**src/rtl/esr_pkg.sv**
```systemverilog
// Package: shared widths, the register-pair type and the valid-bit mask
// function for the erase block selector.
// Assumes the high register never implements more than 6 blocks.
package esr_pkg;
    localparam int REG_W      = 8;
    localparam int MAX_BLOCKS = 14;
    localparam int HI_OUT_W   = MAX_BLOCKS - REG_W;

    typedef struct packed {
        logic [REG_W-1:0] hi;
        logic [REG_W-1:0] lo;
    } esr_pair_t;

    // Mask of implemented high-register bits for a given block count.
    function automatic logic [REG_W-1:0] hi_valid_mask(input int nblk);
        logic [REG_W-1:0] m;
        for (int i = 0; i < REG_W; i++) begin
            m[i] = (i < (nblk - REG_W));
        end
        return m;
    endfunction
endpackage

```
**src/rtl/esr_write_decode.sv**
```systemverilog
// Module: esr_write_decode
// Turns a bus write into per-register write strobes and data. Reserved
// high-register bits are dropped here. No strobe is raised while flash is
// disabled or when the address is unmapped.
// Assumes LO_ADDR and HI_ADDR differ.
module esr_write_decode
    import esr_pkg::*;
#(
    parameter int ADDR_W     = 4,
    parameter int LO_ADDR    = 0,
    parameter int HI_ADDR    = 1,
    parameter int NUM_BLOCKS = 14
) (
    input  logic [ADDR_W-1:0] bus_addr,
    input  logic              bus_we,
    input  logic [REG_W-1:0]  bus_wdata,
    input  logic              flash_en,
    output logic              wr_lo,
    output logic              wr_hi,
    output logic [REG_W-1:0]  lo_data,
    output logic [REG_W-1:0]  hi_data
);
    localparam logic [REG_W-1:0]  HI_MASK = hi_valid_mask(NUM_BLOCKS);
    localparam logic [ADDR_W-1:0] LO_A    = ADDR_W'(LO_ADDR);
    localparam logic [ADDR_W-1:0] HI_A    = ADDR_W'(HI_ADDR);

    // Purpose: address decode gated by the write strobe and flash enable.
    always_comb begin
        wr_lo = bus_we && flash_en && (bus_addr == LO_A);
        wr_hi = bus_we && flash_en && (bus_addr == HI_A);
    end

    // Purpose: data per register, with the high register masked to its valid bits.
    always_comb begin
        lo_data = bus_wdata;
        hi_data = bus_wdata & HI_MASK;
    end
endmodule

```
**src/rtl/esr_next_state.sv**
```systemverilog
// Module: esr_next_state
// Works out the next register pair. It applies the pending write, then the
// software-enable partial clear, then the at-most-one-bit rule. The hard
// clear overrides all of these.
// Assumes the write data is already masked.
module esr_next_state
    import esr_pkg::*;
(
    input  esr_pair_t        cur,
    input  logic             wr_lo,
    input  logic             wr_hi,
    input  logic [REG_W-1:0] lo_data,
    input  logic [REG_W-1:0] hi_data,
    input  logic             hard_clr,
    input  logic             soft_clr,
    output esr_pair_t        nxt,
    output logic             multi_hit
);
    esr_pair_t cand;

    // Purpose: the candidate value after the write and the partial clear.
    always_comb begin
        cand = cur;
        if (wr_lo) cand.lo = lo_data;
        if (wr_hi) cand.hi = hi_data;
        if (soft_clr) begin
            cand.lo    = '0;
            cand.hi[0] = 1'b0;
        end
    end

    // Purpose: the one-hot rule and the hard-clear priority.
    always_comb begin
        multi_hit = !hard_clr && ($countones(cand) > 1);
        if (hard_clr || multi_hit) nxt = '0;
        else                       nxt = cand;
    end
endmodule

```
**src/rtl/esr_reg_bank.sv**
```systemverilog
// Module: esr_reg_bank
// Storage for the low and high select registers.
// Assumes the next value already obeys every clear and masking rule.
module esr_reg_bank
    import esr_pkg::*;
#(
    parameter int NUM_BLOCKS = 14
) (
    input  logic      clk,
    input  logic      rst_n,
    input  esr_pair_t nxt,
    output esr_pair_t q
);
    localparam logic [REG_W-1:0] HI_MASK = hi_valid_mask(NUM_BLOCKS);

    // Purpose: flops for the pair, cleared by the synchronous reset.
    always_ff @(posedge clk) begin
        if (!rst_n) q <= '0;
        else        q <= nxt;
    end


    sel_onehot_chk: assert property (@(posedge clk) disable iff (!rst_n)
        $onehot0(q));


    rsvd_zero_chk: assert property (@(posedge clk) disable iff (!rst_n)
        (q.hi & ~HI_MASK) == '0);
endmodule

```
**src/rtl/erase_sel_regs.sv**
```systemverilog
// Module: erase_sel_regs (top)
// Two bus registers that choose the single flash block open for erase.
// Drives the 14-bit one-hot select, which is blanked while flash is disabled.
// Assumes the bus is synchronous to clk and that reads have no side effects.
module erase_sel_regs
    import esr_pkg::*;
#(
    parameter int ADDR_W     = 4,
    parameter int LO_ADDR    = 0,
    parameter int HI_ADDR    = 1,
    parameter int NUM_BLOCKS = 14
) (
    input  logic                  clk,
    input  logic                  rst_n,
    input  logic                  hw_stby,
    input  logic                  sw_stby,
    input  logic                  fwe_pin,
    input  logic                  swe_bit,
    input  logic                  flash_en,
    input  logic [ADDR_W-1:0]     bus_addr,
    input  logic                  bus_we,
    input  logic [REG_W-1:0]      bus_wdata,
    output logic [REG_W-1:0]      bus_rdata,
    output logic [MAX_BLOCKS-1:0] erase_sel
);
    localparam logic [ADDR_W-1:0] LO_A = ADDR_W'(LO_ADDR);
    localparam logic [ADDR_W-1:0] HI_A = ADDR_W'(HI_ADDR);

    logic             wr_lo, wr_hi, hard_clr, soft_clr, multi_hit;
    logic [REG_W-1:0] lo_data, hi_data;
    esr_pair_t        q, nxt;

    // Purpose: decode the clear conditions from the mode inputs.
    always_comb begin
        hard_clr = hw_stby || sw_stby || !fwe_pin;
        soft_clr = fwe_pin && !swe_bit;
    end

    esr_write_decode #(
        .ADDR_W(ADDR_W), .LO_ADDR(LO_ADDR), .HI_ADDR(HI_ADDR), .NUM_BLOCKS(NUM_BLOCKS)
    ) u_dec (
        .bus_addr(bus_addr), .bus_we(bus_we), .bus_wdata(bus_wdata),
        .flash_en(flash_en), .wr_lo(wr_lo), .wr_hi(wr_hi),
        .lo_data(lo_data), .hi_data(hi_data)
    );

    esr_next_state u_next (
        .cur(q), .wr_lo(wr_lo), .wr_hi(wr_hi), .lo_data(lo_data), .hi_data(hi_data),
        .hard_clr(hard_clr), .soft_clr(soft_clr), .nxt(nxt), .multi_hit(multi_hit)
    );

    esr_reg_bank #(.NUM_BLOCKS(NUM_BLOCKS)) u_bank (
        .clk(clk), .rst_n(rst_n), .nxt(nxt), .q(q)
    );

    // Purpose: read mux, returning zero for unmapped addresses or disabled flash.
    always_comb begin
        bus_rdata = '0;
        if (flash_en) begin
            if (bus_addr == LO_A)      bus_rdata = q.lo;
            else if (bus_addr == HI_A) bus_rdata = q.hi;
        end
    end

    // Purpose: the select vector, high register above low, blanked when flash is off.
    always_comb begin
        erase_sel = flash_en ? {q.hi[HI_OUT_W-1:0], q.lo} : '0;
    end


    hard_clear_chk: assert property (@(posedge clk) disable iff (!rst_n)
        (hw_stby || sw_stby || !fwe_pin) |=> (q == '0));


    soft_clear_chk: assert property (@(posedge clk) disable iff (!rst_n)
        (fwe_pin && !swe_bit) |=> (q.lo == '0 && !q.hi[0]));


    multi_clear_chk: assert property (@(posedge clk) disable iff (!rst_n)
        multi_hit |=> (q == '0));


    off_write_hold_chk: assert property (@(posedge clk) disable iff (!rst_n)
        (!flash_en && fwe_pin && swe_bit && !hw_stby && !sw_stby) |=> $stable(q));


    unmapped_hold_chk: assert property (@(posedge clk) disable iff (!rst_n)
        (bus_we && bus_addr != LO_A && bus_addr != HI_A && fwe_pin && swe_bit
         && !hw_stby && !sw_stby) |=> $stable(q));
endmodule

```
**config.mk**
```make
export PLATFORM = sky130hd
export DESIGN_NAME = erase_sel_regs
export DESIGN_NICKNAME = d
export VERILOG_FILES = /design/src/rtl/esr_pkg.sv /design/src/rtl/esr_write_decode.sv /design/src/rtl/esr_next_state.sv /design/src/rtl/esr_reg_bank.sv /design/src/rtl/erase_sel_regs.sv
export SDC_FILE = /design/constraint.sdc
export NUM_CORES = 1
export LEC_CHECK = 0
export CAP_MARGIN = 20
export CORE_ASPECT_RATIO = 1.5
export CORE_MARGIN = 2
export CORE_UTILIZATION = 40
export CTS_BUF_LIST = sky130_fd_sc_hd__clkbuf_8
export DETAILED_ROUTE_END_ITERATION = 7
export PLACE_DENSITY = 0.68
export SLEW_MARGIN = 20
export SYNTH_ARGS = -nofsm -noshare
export SYNTH_HDL_FRONTEND = slang
export SYNTH_HIERARCHICAL = 1
export SYNTH_SLANG_ARGS = --single-unit
```
**constraint.sdc**
```tcl
create_clock -name clk -period 19.6 [get_ports clk]
set_clock_uncertainty 0.2 [all_clocks]
set_input_delay 3.92 -clock clk [delete_from_list [all_inputs] [get_ports clk]]
set_output_delay 3.92 -clock clk [all_outputs]
set_load 0.05 [all_outputs]
```
### After elaboration in Yosys (flattened, before gate mapping)

Index checks and enable logic that the tools add are counted.

| operators by class | value |
|---|---|
| add/sub/neg operators | 15 |
| multipliers | 0 |
| div/mod/pow operators | 0 |
| order comparisons | 1 |
| eq/ne operators | 1 |
| shift operators | 0 |
| muxes and demuxes | 7 |
| bitwise gates (word level) | 1 |
| reductions and logical operators | 13 |

Operator list:

| cell | count |
|---|---|
| 32-bit adder | 7 |
| 8-bit 2-to-1 mux | 5 |
| 32-bit by 2-bit > comparator with 1-bit output (second input constant) | 1 |
| 1-bit by 1-bit adder with 2-bit output | 8 |
| 14-bit 2-to-1 mux | 1 |
| 9-bit 2-to-1 mux | 1 |
| 1-bit logical AND | 5 |
| 4-bit by 1-bit == test with 1-bit output (second input constant) | 1 |
| 4-bit logical NOT | 1 |
| 1-bit logical NOT | 3 |
| 1-bit logical OR | 3 |
| 2-bit OR reduction | 1 |
| 1-bit NOT | 1 |

| storage, ports and cells | value |
|---|---|
| register bits | 16 |
| bits in latches | 0 |
| bits in writable memories | 0 |
| ROM bits | 0 |
| input bits | 20 |
| output and inout port bits | 22 |
| word-level logic and storage cells | 40 |
| memories kept | 0 |

### Logic depth before layout (Yosys ltp)

| depth | value |
|---|---|
| depth in word-level cells | 12 |
| depth in mapped cells | 19 |
| gate-level depth less buffers | 17 |

### Cells and area by module

The synthesis kept the hierarchy.

Modules (own cells, without submodules):

| module | times used | cells each | area an instance (µm²) | seq. area each (µm²) |
|---|---|---|---|---|
| esr_next_state | 1 | 80 | 704.4 | 0.0 |
| esr_reg_bank | 1 | 33 | 446.7 | 320.3 |
| erase_sel_regs | 1 | 37 | 234.0 | 0.0 |
| esr_write_decode | 1 | 21 | 151.4 | 0.0 |

### Worst setup path after synthesis

No wires, ideal clock.

| timing | value |
|---|---|
| path type | input to output |
| from | input port bus_addr[3] |
| to | output port bus_rdata[0] |
| arrival time | 5.249 ns |
| data required time | 15.480 ns |
| slack | 10.231 ns |
| stages | 3 |
| path buffers | 1 |
| cells stage by stage | or4b_1 buf_2 nor2_1 |

| on the way | value |
|---|---|
| longest elaborated chain between the ends | 4 |
| elaborated cells on any way between the ends | 5 |
| classes of those cells | eq/ne (1); mux (3); reduce/logical (1) |

Ends and longest elaborated chain:

| item | RTL line | RTL |
|---|---|---|
| from (decl) | erase_sel_regs.sv:20 | `input logic [ADDR_W-1:0] bus_addr,` |
| 4-bit by 1-bit == test with 1-bit output | erase_sel_regs.sv:61 | `else if (bus_addr == HI_A) bus_rdata = q.hi;` |
| 8-bit 2-to-1 mux | erase_sel_regs.sv:61 |  |
| 8-bit 2-to-1 mux (*) | erase_sel_regs.sv:60 | `if (bus_addr == LO_A) bus_rdata = q.lo;` |
| 8-bit 2-to-1 mux (*) | erase_sel_regs.sv:59 | `if (flash_en) begin` |
| to (decl) | erase_sel_regs.sv:23 | `output logic [REG_W-1:0] bus_rdata,` |

Every way passes the cells marked *; elsewhere a longest branch is shown, timed or not.

### Worst setup path in the final report

| timing | value |
|---|---|
| from | input port flash_en |
| to | output port bus_rdata[0] |

| on the way | value |
|---|---|
| longest elaborated chain between the ends | 1 |

Ends and longest elaborated chain:

| item | RTL line | RTL |
|---|---|---|
| from (decl) | erase_sel_regs.sv:19 | `input logic flash_en,` |
| 8-bit 2-to-1 mux | erase_sel_regs.sv:59 |  |

No other way between the ends.

==> results.ini <==
[flow_run]
maxCapViolCount = 0

[timing]
final-hold-violation-count = 0
slew_headroom_pct = 36.7
grt_setup_unrepaired = no
setup_viol = 0
finalCritPeriodShare_pct = 53.0
finalMaxSlewViolations = 0
worstMarginPinSlew_ps = 948
tns_ps = 0
worst_slack_ps = 9200
fmax_ghz = 0.0962
min_period_ps = 10400
hold_ws_ps = 557

[final_layout]
fin_cells = 232
largest_reg_flops = 16
drive_gt1_share_pct = 13.2
n_antenna_cell = 0
biggestRegsByFlops = u_bank/q x16
syn_to_final_growth_pct = 21.7
largest-register = u_bank/q
fill_cells = 344
finalNetCount = 226

[drt]
wirelength_um = 3110
dr.pass1.iters = 3
vias_per_cell = 4.93
routedWlPerCell_um = 13.4
drt_iter0_markers = 21
drc = 0
ant_nets = 0
vias = 1144

[clocking]
ctsResizeCount = 0
clk_latency_ps = 250
cts_tree = built
cts_root_buf = clkbuf_8
cts_sinks = 16
worst_setup_hold_path_clk_slew_ps = 60
cts_made_buffers = 3
postCtsSetupBuffers = 0
htreeDepth = 1
clock_tree.buffer_depth = 2
holdBufCountCts = 0

[placed_design]
gp_congestion = 0.755
pre_cts_ws_ps = 9160
port_buffers = 41
place_hpwl_um = 2590
placedCellCount = 229

[global_routing]
grt.total_usage_pct = 16.8
grt_pass1_wl_um = 5460
antenna_found_initial = 0
grt-ovfl-total = 0
grt_max_degree = 18
grt_pass1_vias = 1234

[setup_path]
cp_common_cell = clkdlybuf4s50_1
slowest_stage = clkdlybuf4s50_1
worstSetupEndpointType = primary output
crit_chain = clkdlybuf4s50_1, or4b_1, nor2_1, clkdlybuf4s50_1
cp_max_fo = 17
critPathTopFamily = buffers and inverters
critical_path_required_ps = 15480
path_buf_inv = 2
cp-start-kind = input pin
crit_path_max_incr_delay_ps = 810
arrival_ps = 6280
path_class = in2out

[floorplanning]
io_pins = 42
die_x_um = 54.5
initial_core_util_pct = 41.6
rows = 27
dieArea_sq_um = 4350
die_h_um = 79.8
core_area_sq_um = 3680

[synth]
synthCells = 170
yosysWarnings = 6
synth.cell_area_sq_um = 1530
synth_area_per_cell_sq_um = 9.00

[pwr]
p_leak_nw = 0.743
ir_worst_vdd_mv = 0.0156
p_total_w = 0.0000653
power.density_nw_per_um2 = 35.0

[worst_hold_path]
hold_class = reg2reg

[outcome]
status = completed

==> cell type report <==
| class | instances | area [sq um] | area share [%] |
|---|---|---|---|
| Clock buffer | 3 | 41.3 | 2.22 |
| Multi-Input combinational cell | 116 | 988 | 53.1 |
| Tap cell | 43 | 53.8 | 2.89 |
| Timing Repair Buffer | 41 | 410 | 22.0 |
| Sequential cell | 16 | 320 | 17.2 |
| Inverter | 13 | 48.8 | 2.62 |
==> per-layer routing <==
layer	vias to the layer above	routed length (um)	global-route usage [%]
met4	0	100	9.00
met3	9	86	1.12
li1	574	-	-
met2	25	1650	29.2
met5	-	0	0
met1	536	1270	19.6
==> power by group <==
| group | total (W) | internal, W | switching [W] | leakage (nW) |
|---|---|---|---|---|
| logic | 0.00000856 | 0.00000465 | 0.00000392 | 0.593 |
| clock network | 0.0000241 | 0.0000136 | 0.0000105 | 0.0216 |
| registers | 0.0000326 | 0.0000325 | 0.0000000122 | 0.129 |
| total | 0.0000653 | 0.0000508 | 0.0000145 | 0.743 |
==> worst register-to-register path, delay by kind of cell, from the launching register on <==
kind,cells,cell delay (ps)
compound gates,1,420
buf+inv,3,170
flops,1,320
mux,1,190
simple gates,4,860
fa+ha+maj,6,2710
==> placed cells by master (no fill, tap or decap), drive strengths merged, types with 3 or more instances in the layout <==
cell	count
clkdlybuf4s50	41
and2	30
mux2i	21
nor2	16
dfxtp	16
inv	13
fa	10
nor4	7
nor3	7
ha	5
clkbuf	3
mux2	3
or2	3
nor3b	3
==> path summary, 6_finish.rpt <==
kind | end | slack [ps] | depth (start not counted) | start
worst max-delay path | bus_rdata[0] | 9200 | 4 | flash_en
worst min-delay path | u_bank/q[15] | 560 | 3 | u_bank/q[15]
worst max register to register | u_bank/q[1] | 14680 | 15 | u_bank/q[0]
worst min register to register | u_bank/q[15] | 560 | 3 | u_bank/q[15]
==> metrics by stage <==
step                      util [%]  area (sq um)
after CTS                     50.6          1860
final                         50.6          1860
after detailed placement      49.5          1820
after floorplan                  -          1530
after global placement        49.5          1820
after global routing          50.6          1860
Note: power is estimated with default switching activity, not from simulation.
